**config.mk**
```make
export PLATFORM = sky130hd
export DESIGN_NAME = smbus_ptr_slave
export DESIGN_NICKNAME = d
export VERILOG_FILES = /design/src/rtl/smb_pkg.sv /design/src/rtl/smb_dp.sv /design/src/rtl/smb_ctl.sv /design/src/rtl/smbus_ptr_slave.sv
export SDC_FILE = /design/constraint.sdc
export NUM_CORES = 1
export LEC_CHECK = 0
export BUFFER_PORTS_ARGS = -buffer_cell sky130_fd_sc_hd__buf_4
export CELL_PAD_IN_SITES_DETAIL_PLACEMENT = 1
export CELL_PAD_IN_SITES_GLOBAL_PLACEMENT = 2
export CORE_UTILIZATION = 40
export CTS_CLUSTER_DIAMETER = 60
export CTS_CLUSTER_SIZE = 20
export DETAILED_ROUTE_END_ITERATION = 16
export GPL_ROUTABILITY_DRIVEN = 0
export PLACE_DENSITY = 0.81
export SKIP_CTS_REPAIR_TIMING = 1
export SKIP_LAST_GASP = 1
export SYNTH_ARGS = -nofsm -noshare
export SYNTH_HDL_FRONTEND = slang
export SYNTH_SLANG_ARGS = --single-unit
```
**constraint.sdc**
```tcl
create_clock -name clk -period 3.4 [get_ports clk]
set_input_delay 0.17 -clock clk [delete_from_list [all_inputs] [get_ports clk]]
set_output_delay 0.17 -clock clk [all_outputs]
set_load 0.005 [all_outputs]
```
**src/rtl/smb_pkg.sv**
```systemverilog
package smb_pkg;

  typedef enum logic [2:0] {
    ST_IDLE, ST_ADDR, ST_ADDR_ACK, ST_WR, ST_WR_ACK, ST_RD, ST_RD_ACK, ST_SKIP
  } smbState_e;

  // strobes from control to datapath
  typedef struct packed {
    logic shiftIn;
    logic loadPtr;
    logic wrData;
    logic oeAck;
    logic oeOff;
    logic loadTx;
    logic shiftTx;
  } smbCmd_t;

  // bus events from datapath to control
  typedef struct packed {
    logic sclRise;
    logic sclFall;
    logic startDet;
    logic stopDet;
    logic sdaBit;
  } smbEvt_t;

  // strap state: 00 tied low, 01 open, 10 tied high, 11 open
  function automatic logic [1:0] strapDecode(input logic [1:0] s);
    case (s)
      2'b00:   strapDecode = 2'b10;
      2'b10:   strapDecode = 2'b01;
      default: strapDecode = 2'b00;
    endcase
  endfunction

endpackage

```
**src/rtl/smb_dp.sv**
```systemverilog
module smb_dp
  import smb_pkg::*;
#(
  parameter int DW = 8,
  parameter int SYNC = 2,
  parameter int FILT = 3,
  parameter logic [4:0] ADDR_HI = 5'b01011
) (
  input  logic          clk,
  input  logic          rstN,
  input  logic          sclIn,
  input  logic          sdaIn,
  input  logic [1:0]    strapIn,
  input  smbCmd_t       cmd,
  output smbEvt_t       evt,
  output logic          rwBit,
  output logic          addrHit,
  output logic          sdaOe,
  output logic [DW-1:0] regPtr,
  output logic          regWe,
  output logic [DW-1:0] regWdata,
  input  logic [DW-1:0] regRdata
);

  logic [1:0] lineIn;
  logic [1:0] lineF;
  assign lineIn = {sdaIn, sclIn};

  // synchronizer plus majority-free agreement filter per line
  for (genvar g = 0; g < 2; g++) begin : g_line
    logic [SYNC-1:0] syncQ;
    logic [FILT-1:0] histQ;
    logic            fQ;
    always_ff @(posedge clk or negedge rstN) begin
      if (!rstN) begin
        syncQ <= '1;
        histQ <= '1;
        fQ    <= 1'b1;
      end else begin
        syncQ <= {syncQ[SYNC-2:0], lineIn[g]};
        histQ <= {histQ[FILT-2:0], syncQ[SYNC-1]};
        if (&histQ)       fQ <= 1'b1;
        else if (~|histQ) fQ <= 1'b0;
      end
    end
    assign lineF[g] = fQ;
  end

  logic sclF, sdaF, sclP, sdaP;
  assign sclF = lineF[0];
  assign sdaF = lineF[1];

  always_ff @(posedge clk or negedge rstN) begin
    if (!rstN) begin
      sclP <= 1'b1;
      sdaP <= 1'b1;
    end else begin
      sclP <= sclF;
      sdaP <= sdaF;
    end
  end

  always_comb begin
    evt.sclRise  = sclF & ~sclP;
    evt.sclFall  = ~sclF & sclP;
    evt.startDet = sclF & sclP & sdaP & ~sdaF;
    evt.stopDet  = sclF & sclP & ~sdaP & sdaF;
    evt.sdaBit   = sdaF;
  end

  // strap captured once after reset
  logic       strapDone;
  logic [1:0] addrLo;
  always_ff @(posedge clk or negedge rstN) begin
    if (!rstN) begin
      strapDone <= 1'b0;
      addrLo    <= 2'b00;
    end else if (!strapDone) begin
      strapDone <= 1'b1;
      addrLo    <= strapDecode(strapIn);
    end
  end

  logic [DW-1:0] rxSh, txSh, ptrQ, wdataQ;
  logic          weQ, oeQ;

  always_ff @(posedge clk or negedge rstN) begin
    if (!rstN) begin
      rxSh   <= '0;
      txSh   <= '0;
      ptrQ   <= '0;
      wdataQ <= '0;
      weQ    <= 1'b0;
      oeQ    <= 1'b0;
    end else begin
      if (cmd.shiftIn) rxSh <= {rxSh[DW-2:0], sdaF};
      if (cmd.loadPtr) ptrQ <= rxSh;
      weQ <= cmd.wrData;
      if (cmd.wrData) wdataQ <= rxSh;
      if (cmd.loadTx) begin
        txSh <= regRdata;
        oeQ  <= ~regRdata[DW-1];
      end else if (cmd.shiftTx) begin
        txSh <= {txSh[DW-2:0], 1'b0};
        oeQ  <= ~txSh[DW-2];
      end else if (cmd.oeAck) begin
        oeQ <= 1'b1;
      end else if (cmd.oeOff) begin
        oeQ <= 1'b0;
      end
    end
  end

  assign rwBit    = rxSh[0];
  assign addrHit  = (rxSh[DW-1:1] == {ADDR_HI, addrLo});
  assign sdaOe    = oeQ;
  assign regPtr   = ptrQ;
  assign regWe    = weQ;
  assign regWdata = wdataQ;

  assert_strap_hold_R3: assert property (@(posedge clk) disable iff (!rstN)
    strapDone |=> $stable(addrLo));
  assert_we_single_R5: assert property (@(posedge clk) disable iff (!rstN)
    regWe |=> !regWe);
  assert_we_acked_R7: assert property (@(posedge clk) disable iff (!rstN)
    regWe |-> sdaOe);
  assert_start_release_R10: assert property (@(posedge clk) disable iff (!rstN)
    evt.startDet |=> !sdaOe);

endmodule

```
**src/rtl/smb_ctl.sv**
```systemverilog
module smb_ctl
  import smb_pkg::*;
#(
  parameter int DW = 8
) (
  input  logic    clk,
  input  logic    rstN,
  input  smbEvt_t evt,
  input  logic    rwBit,
  input  logic    addrHit,
  output smbCmd_t cmd
);

  localparam int CW = $clog2(DW + 1);
  localparam logic [CW-1:0] LAST = CW'(DW);

  smbState_e st, stN;
  logic [CW-1:0] bitCnt, cntN;
  logic [1:0]    byteIdx, idxN;
  logic          rwQ, rwN, nackQ, nackN;

  always_comb begin
    cmd   = '0;
    stN   = st;
    cntN  = bitCnt;
    idxN  = byteIdx;
    rwN   = rwQ;
    nackN = nackQ;
    if (evt.startDet) begin
      stN = ST_ADDR;
      cntN = '0;
      cmd.oeOff = 1'b1;
    end else if (evt.stopDet) begin
      stN = ST_IDLE;
      cmd.oeOff = 1'b1;
    end else begin
      case (st)
        ST_ADDR: begin
          if (evt.sclRise) begin
            cmd.shiftIn = 1'b1;
            cntN = bitCnt + CW'(1);
          end else if (evt.sclFall && bitCnt == LAST) begin
            cntN = '0;
            if (addrHit) begin
              cmd.oeAck = 1'b1;
              rwN = rwBit;
              stN = ST_ADDR_ACK;
            end else begin
              stN = ST_SKIP;
            end
          end
        end
        ST_ADDR_ACK: begin
          if (evt.sclFall) begin
            idxN = 2'd0;
            if (rwQ) begin
              cmd.loadTx = 1'b1;
              stN = ST_RD;
            end else begin
              cmd.oeOff = 1'b1;
              stN = ST_WR;
            end
          end
        end
        ST_WR: begin
          if (evt.sclRise) begin
            cmd.shiftIn = 1'b1;
            cntN = bitCnt + CW'(1);
          end else if (evt.sclFall && bitCnt == LAST) begin
            cntN = '0;
            if (byteIdx == 2'd0) begin
              cmd.loadPtr = 1'b1;
              cmd.oeAck = 1'b1;
              stN = ST_WR_ACK;
            end else if (byteIdx == 2'd1) begin
              cmd.wrData = 1'b1;
              cmd.oeAck = 1'b1;
              stN = ST_WR_ACK;
            end else begin
              stN = ST_SKIP;
            end
          end
        end
        ST_WR_ACK: begin
          if (evt.sclFall) begin
            cmd.oeOff = 1'b1;
            idxN = byteIdx + 2'd1;
            stN = ST_WR;
          end
        end
        ST_RD: begin
          if (evt.sclRise) begin
            cntN = bitCnt + CW'(1);
          end else if (evt.sclFall) begin
            if (bitCnt == LAST) begin
              cmd.oeOff = 1'b1;
              cntN = '0;
              stN = ST_RD_ACK;
            end else begin
              cmd.shiftTx = 1'b1;
            end
          end
        end
        ST_RD_ACK: begin
          if (evt.sclRise) begin
            nackN = evt.sdaBit;
          end else if (evt.sclFall) begin
            if (nackQ) begin
              stN = ST_SKIP;
            end else begin
              cmd.loadTx = 1'b1;
              stN = ST_RD;
            end
          end
        end
        default: ;
      endcase
    end
  end

  always_ff @(posedge clk or negedge rstN) begin
    if (!rstN) begin
      st      <= ST_IDLE;
      bitCnt  <= '0;
      byteIdx <= 2'd0;
      rwQ     <= 1'b0;
      nackQ   <= 1'b0;
    end else begin
      st      <= stN;
      bitCnt  <= cntN;
      byteIdx <= idxN;
      rwQ     <= rwN;
      nackQ   <= nackN;
    end
  end

  assert_skip_holds_R9: assert property (@(posedge clk) disable iff (!rstN)
    (st == ST_SKIP && !evt.startDet) |=> (st == ST_SKIP || st == ST_IDLE));
  assert_read_keeps_ptr_R6: assert property (@(posedge clk) disable iff (!rstN)
    (st == ST_RD || st == ST_RD_ACK) |-> (!cmd.loadPtr && !cmd.wrData));
  assert_bitcnt_range_R7: assert property (@(posedge clk) disable iff (!rstN)
    bitCnt <= LAST);
  assert_stop_idle_R10: assert property (@(posedge clk) disable iff (!rstN)
    (evt.stopDet && !evt.startDet) |=> st == ST_IDLE);

endmodule

```
**src/rtl/smbus_ptr_slave.sv**
```systemverilog
module smbus_ptr_slave
  import smb_pkg::*;
#(
  parameter int DW = 8,
  parameter int SYNC = 2,
  parameter int FILT = 3,
  parameter logic [4:0] ADDR_HI = 5'b01011
) (
  input  logic          clk,
  input  logic          rstN,
  input  logic          sclIn,
  input  logic          sdaIn,
  input  logic [1:0]    strapIn,
  output logic          sdaOe,
  output logic [DW-1:0] regPtr,
  output logic          regWe,
  output logic [DW-1:0] regWdata,
  input  logic [DW-1:0] regRdata
);

  smbCmd_t cmd;
  smbEvt_t evt;
  logic    rwBit, addrHit;

  smb_dp #(.DW(DW), .SYNC(SYNC), .FILT(FILT), .ADDR_HI(ADDR_HI)) uDp (
    .clk(clk), .rstN(rstN), .sclIn(sclIn), .sdaIn(sdaIn), .strapIn(strapIn),
    .cmd(cmd), .evt(evt), .rwBit(rwBit), .addrHit(addrHit), .sdaOe(sdaOe),
    .regPtr(regPtr), .regWe(regWe), .regWdata(regWdata), .regRdata(regRdata)
  );

  smb_ctl #(.DW(DW)) uCtl (
    .clk(clk), .rstN(rstN), .evt(evt), .rwBit(rwBit), .addrHit(addrHit),
    .cmd(cmd)
  );

endmodule

```
# Yosys cells after proc, flatten, opt, wreduce, memory -nomap -nowiden
# Index checks and enable logic that the tools add are counted.
# totals
register_bits,61
# op_classes
n_addsub,2
n_eq_ne,29
muxes,76
bitwise_logic,16
reduce_logical,18
# ops
cell,n
$mux W3,17
$mux W4,9
$ne A4 B3 Y1 const B,9
$mux W1,31
$mux W2,10
$pmux W3 S6,1
$ne A4 B4 Y1 const B,4
$mux W7,2
$reduce_and A12 Y1,1
$ne A2 B1 Y1 const B,5
$reduce_and A5 Y1,2
$eq A3 B3 Y1 const B,3
$not A1 Y1,9
$pmux W2 S2,2
$pmux W4 S2,1
$reduce_bool A8 Y1,1
$and A1 B1 Y1,7
$eq A7 B6 Y1,1
$eq A3 B2 Y1 const B,2
$reduce_and A3 Y1,2
$reduce_and A6 Y1,1
$reduce_or A3 Y1,2
$add A4 B1 Y4 const B,1
$eq A4 B4 Y1 const B,1
other kinds (14),17

# Depth between registers and ports, before layout
# logic_depth
word_depth,11
depth_mapped,8

# By module
# Synthesis repeated with hierarchy kept, for this count alone.
# hier_totals
cells_unflattened,248
hier_area_um2,2877.8
# by_module_without_submodules
mod,instances,cells_each,area_per_inst_um2,seq_area_each_um2
smb_dp,1,129,1864.3,1268.7
smb_ctl,1,119,1013.5,275.3

# Worst setup path after synthesis
# Ideal clock, no wire load.
# synth_path
kind,register to register
start,reg uDp.sclP
end,reg uDp.txSh[0]
t_arrival_ps,1884
t_required_ps,3279
setup_slack_ps,1395
path_stages_with_launch,8
n_path_buf,1
period_less_slack_ps,2005
path_cell_list,dfstp_2 inv_1 ha_1 buf_6 nand3b_4 a2111oi_4 nor2_4 a22o_2
# synth_via
elab_chain_cells,7
word_cells_on_any_way,19
cone_classes,mux: 10; bitwise: 8; reduce/logical: 1
# synth_rtl
item,line_no,rtl
start: declaration,smb_dp.sv:49,"logic sclF, sdaF, sclP, sdaP;"
start signal: assignment,smb_dp.sv:58,sclP <= sclF;
$and A1 B1 Y1 or $not A1 Y1 (tied branches),"smb_dp.sv:65, smb_dp.sv:64",
"$mux W1, or another cell as far along",smb_ctl.sv:107,end else if (evt.sclFall) begin
$mux W1 (on tied branches),"smb_ctl.sv:105, smb_ctl.sv:92",
$pmux W1 S2 or $mux W1 (tied branches),smb_ctl.sv:37,case (st)
$mux W2,smb_ctl.sv:33,end else if (evt.stopDet) begin
$mux W2 *,smb_ctl.sv:29,if (evt.startDet) begin
$mux W7 or $reduce_bool A2 Y1 (tied branches),n/a,
end signal: assignment,smb_dp.sv:101,txSh <= regRdata;
end signal: assignment,smb_dp.sv:104,"txSh <= {txSh[DW-2:0], 1'b0};"
end: declaration,smb_dp.sv:84,"logic [DW-1:0] rxSh, txSh, ptrQ, wdataQ;"
# Every way passes the cells marked *; elsewhere a longest branch is shown, timed or not.
# A chain may end at the register's enable or synchronous reset.

# Worst setup path after layout
# Same ends and word-level chain as after synthesis.

==> results.toml <==
[run_status]
status = "finished clean"

[timing]
setup-tns-final_ns = 0
worst_pin_slew_ns = 0.790
fmax_ghz = 0.447
period_share = 0.657
rsz0062_at_grt = "no"
hold_violations = 0
relSlewSlack = 0.473
period_minus_slack_ns = 2.24
setup_viol = 0
drv_slew = 0
finClkSkew_ns = 0.00832

[power]
leakage_nw = 1.65
seqPwrFrac = 0.475
power_density_mw_per_mm2 = 638
combinationalPowerShare = 0.235
p_sw_w = 0.000725
irDropWorstVdd_mv = 0.248
switching_share = 0.338
intPower_w = 0.00142
clockPowerShare = 0.290
total_power_w = 0.00215

[routing]
dr.pass1.iters = 4
ant_nets = 0
drt-initial-drc-count = 56
totalWireLength_mm = 6.14
vias_per_cell = 5.17
vias = 1904
drc = 0
avgRoutedWirePerCell_um = 16.7

[synth]
synth_top_family_by_area = "compound AO/OA/AOI/OAI gates"
async_flop_share = 1.00
ys_seq_elements = 61
synth-compound-area-share = 0.137
synth.area.top_cells = "dfrtp_1 41%, dfstp_2 13%, mux2_2 11%"
yosys.area_share.adder = 0.0309
synth.most_common_cell = "dfrtp_1"
ys.flop_type = "dfrtp_1"
synth_mux_area_frac = 0.118
ys_seq_area_frac = 0.544
synth_area_per_cell_um2 = 12.5
synthCells = 227
synth_area_mm2 = 0.00284
ys_types = 49
ys.warnings.count = 0
synth_xor_area_frac = 0.0119
synth-edff-count = 0
yosys-top-cells-count = "47 x dfrtp_1, 28 x mux2_2, 17 x o21ai_0, 14 x dfstp_2"
synth_top_area_share = 0.415
yosys.area_share.simple = 0.122
yosysTopAreaCell = "dfrtp_1"
synthesis.nets = 248

[global_routing]
grt_use_total = 0.191
grt_antenna_before_repair = 0
overflow = 0
first_global_vias = 2017
grt_max_degree = 62
grt_pass1_wl_mm = 10.7

[clock_tree]
numClockSinks = 61
cts_buffers = 9
cts_max_path_buffers = 2
clock_latency_ns = 0.34
cts_tree = "yes"
cts_max_level = 3
root_buffer = "clkbuf_8"
clk_pin_slew_ns = 0.07

[layout]
diodes = 0
fin_nets = 288
fin_area_mm2 = 0.00337
stdcell_count = 368
drive_above_1_share = 0.379
syn2layout_area_growth_pct = 18.7

[floorplanning]
die_y_um = 86.2
fp.dieArea_mm2 = 0.00743
io_pins = 32
fp.dieW_um = 86.2
initial_core_util = 0.415
row_count = 30
core_area_mm2 = 0.00683

[critical_path]
cp_slowest_cell = "a2111oi_4"
worst-setup-path-type = "flop to flop"
crit_fanout = 9
end_kind = "flop"
critPathArrivalTime_ns = 2.47
cpPeakStageDelay_ns = 0.66
startpoint_type = "flop"
crit_chain = "inv_1, ha_1, nand3b_4, a2111oi_4, nor2_4, a22o_2"
required_ns = 3.63

[placed_design]
placed_cell_area_mm2 = 0.00315
io_buffers = 31
place_hpwl_mm = 4.08
placedCellCount = 349

[worst_hold_path]
hp-class = "primary input to flop"

[run]
maxCapViolCount = 0
cell families (layout without fill, tap and decap cells):
logic type,count (synthesis),count (layout)
AO/OA/AOI/OAI,53,53
XOR/XNOR,3,3
adder cells (fa/ha/maj),7,7
buffers and inverters,19,64
flip-flops,61,61
multiplexers,30,30
other,1,1
AND/OR/NAND/NOR,53,53
registers in the layout, summed over array words and instances, names as in the netlist, 2 cells and up:
| register | count |
|---|---|
| uDp.regPtr | 8 |
| uCtl.st | 3 |
| uDp.addrLo | 2 |
| uDp.g_line.histQ | 6 |
| uCtl.byteIdx | 2 |
| uDp.regWdata | 8 |
| uDp.txSh | 7 |
| uDp.g_line.syncQ | 4 |
| uCtl.bitCnt | 4 |
| uDp.rxSh | 8 |
| uDp.g_line.fQ | 2 |
worst max-delay path: cells and delay by family (launching register included):
kind            cells  cell delay (ns)
compound gates      2             0.89
buf+inv             1             0.04
flops               1             0.54
fa+ha+maj           1             0.30
simple gates        2             0.35
layer usage:
layer / track usage / part of all wire / vias to the layer above
li1: - / - / 890
met1: 0.257 / 0.47 / 978
met2: 0.297 / 0.48 / 28
met3: 0.0429 / 0.032 / 8
met4: 0.0864 / 0.017 / 0
met5: 0 / 0 / -
through the flow:
step | hold slack [ns] | worst slack (ns) | utilization
finish | 0.00884 | 1.16 | 0.493
global route | 0.0189 | 1.02 | 0.493
CTS | -0.0780 | 1.16 | 0.488
detailed placement | 0.279 | 1.18 | 0.461
global placement | 0.278 | 1.22 | 0.461
floorplan | -0.126 | 1.39 | -
cells in the final DEF (no fill, tap or decap), types with 2 or more instances in the layout:
master | synthesis | final
nand3_1 | 5 | 5
nand2_1 | 13 | 13
inv_1 | 13 | 13
a22o_1 | 7 | 7
a21o_1 | 6 | 6
nand4_1 | 2 | 2
dlygate4sd3_1 | 0 | 3
clkbuf_1 | 1 | 2
a21oi_1 | 6 | 6
o21ai_0 | 17 | 17
xnor2_1 | 2 | 2
nand2b_1 | 6 | 6
nor2_1 | 8 | 8
clkbuf_8 | 0 | 10
ha_1 | 7 | 7
buf_4 | 1 | 32
o21a_1 | 2 | 2
o22a_1 | 2 | 2
mux2i_1 | 2 | 2
dfrtp_1 | 47 | 47
nor3_1 | 3 | 3
o211ai_1 | 2 | 2
a31oi_1 | 2 | 2
dfstp_2 | 14 | 14
nor2_4 | 2 | 2
nand3b_1 | 2 | 2
mux2_2 | 28 | 28
nand4_2 | 2 | 2
clkinv_2 | 0 | 2
power groups by stage:
stage          clock network [W]  logic [W]  registers [W]
6_report                0.000622   0.000505        0.00102
5_1_grt                 0.000657   0.000576        0.00105
4_1_cts                 0.000637   0.000509        0.00102
3_5_place_dp                   0   0.000509        0.00103
3_3_place_gp                   0   0.000491        0.00103
2_1_floorplan                  0   0.000428       0.000950
path summary, 6_finish.rpt:
kind                                              from                endpoint  slack (ns)  cells past startpoint
worst min-delay path                        strapIn[0]           uDp.addrLo[1]       0.009                      2
max in group asynchronous                         rstN          uCtl.bitCnt[2]        2.43                      2
worst max register to register                uDp.sclP             uDp.txSh[0]        1.16                      6
min in group asynchronous                         rstN             uDp.rxSh[7]        0.47                      2
worst min register to register  uDp.g_line[0].syncQ[1]  uDp.g_line[0].histQ[0]        0.35                      0
worst max-delay path                          uDp.sclP             uDp.txSh[0]        1.16                      6
cell type report:
class / count / area (µm²)
clock buffers: 13 / 170
clock inverters: 3 / 18.8
fillers: 755 / 3470
inverters: 13 / 48.8
multi-input cells: 147 / 1190
flip-flops and latches: 61 / 1540
well taps: 96 / 120
repair buffers: 35 / 270
No activity file was read; power rests on OpenSTA's default activity.
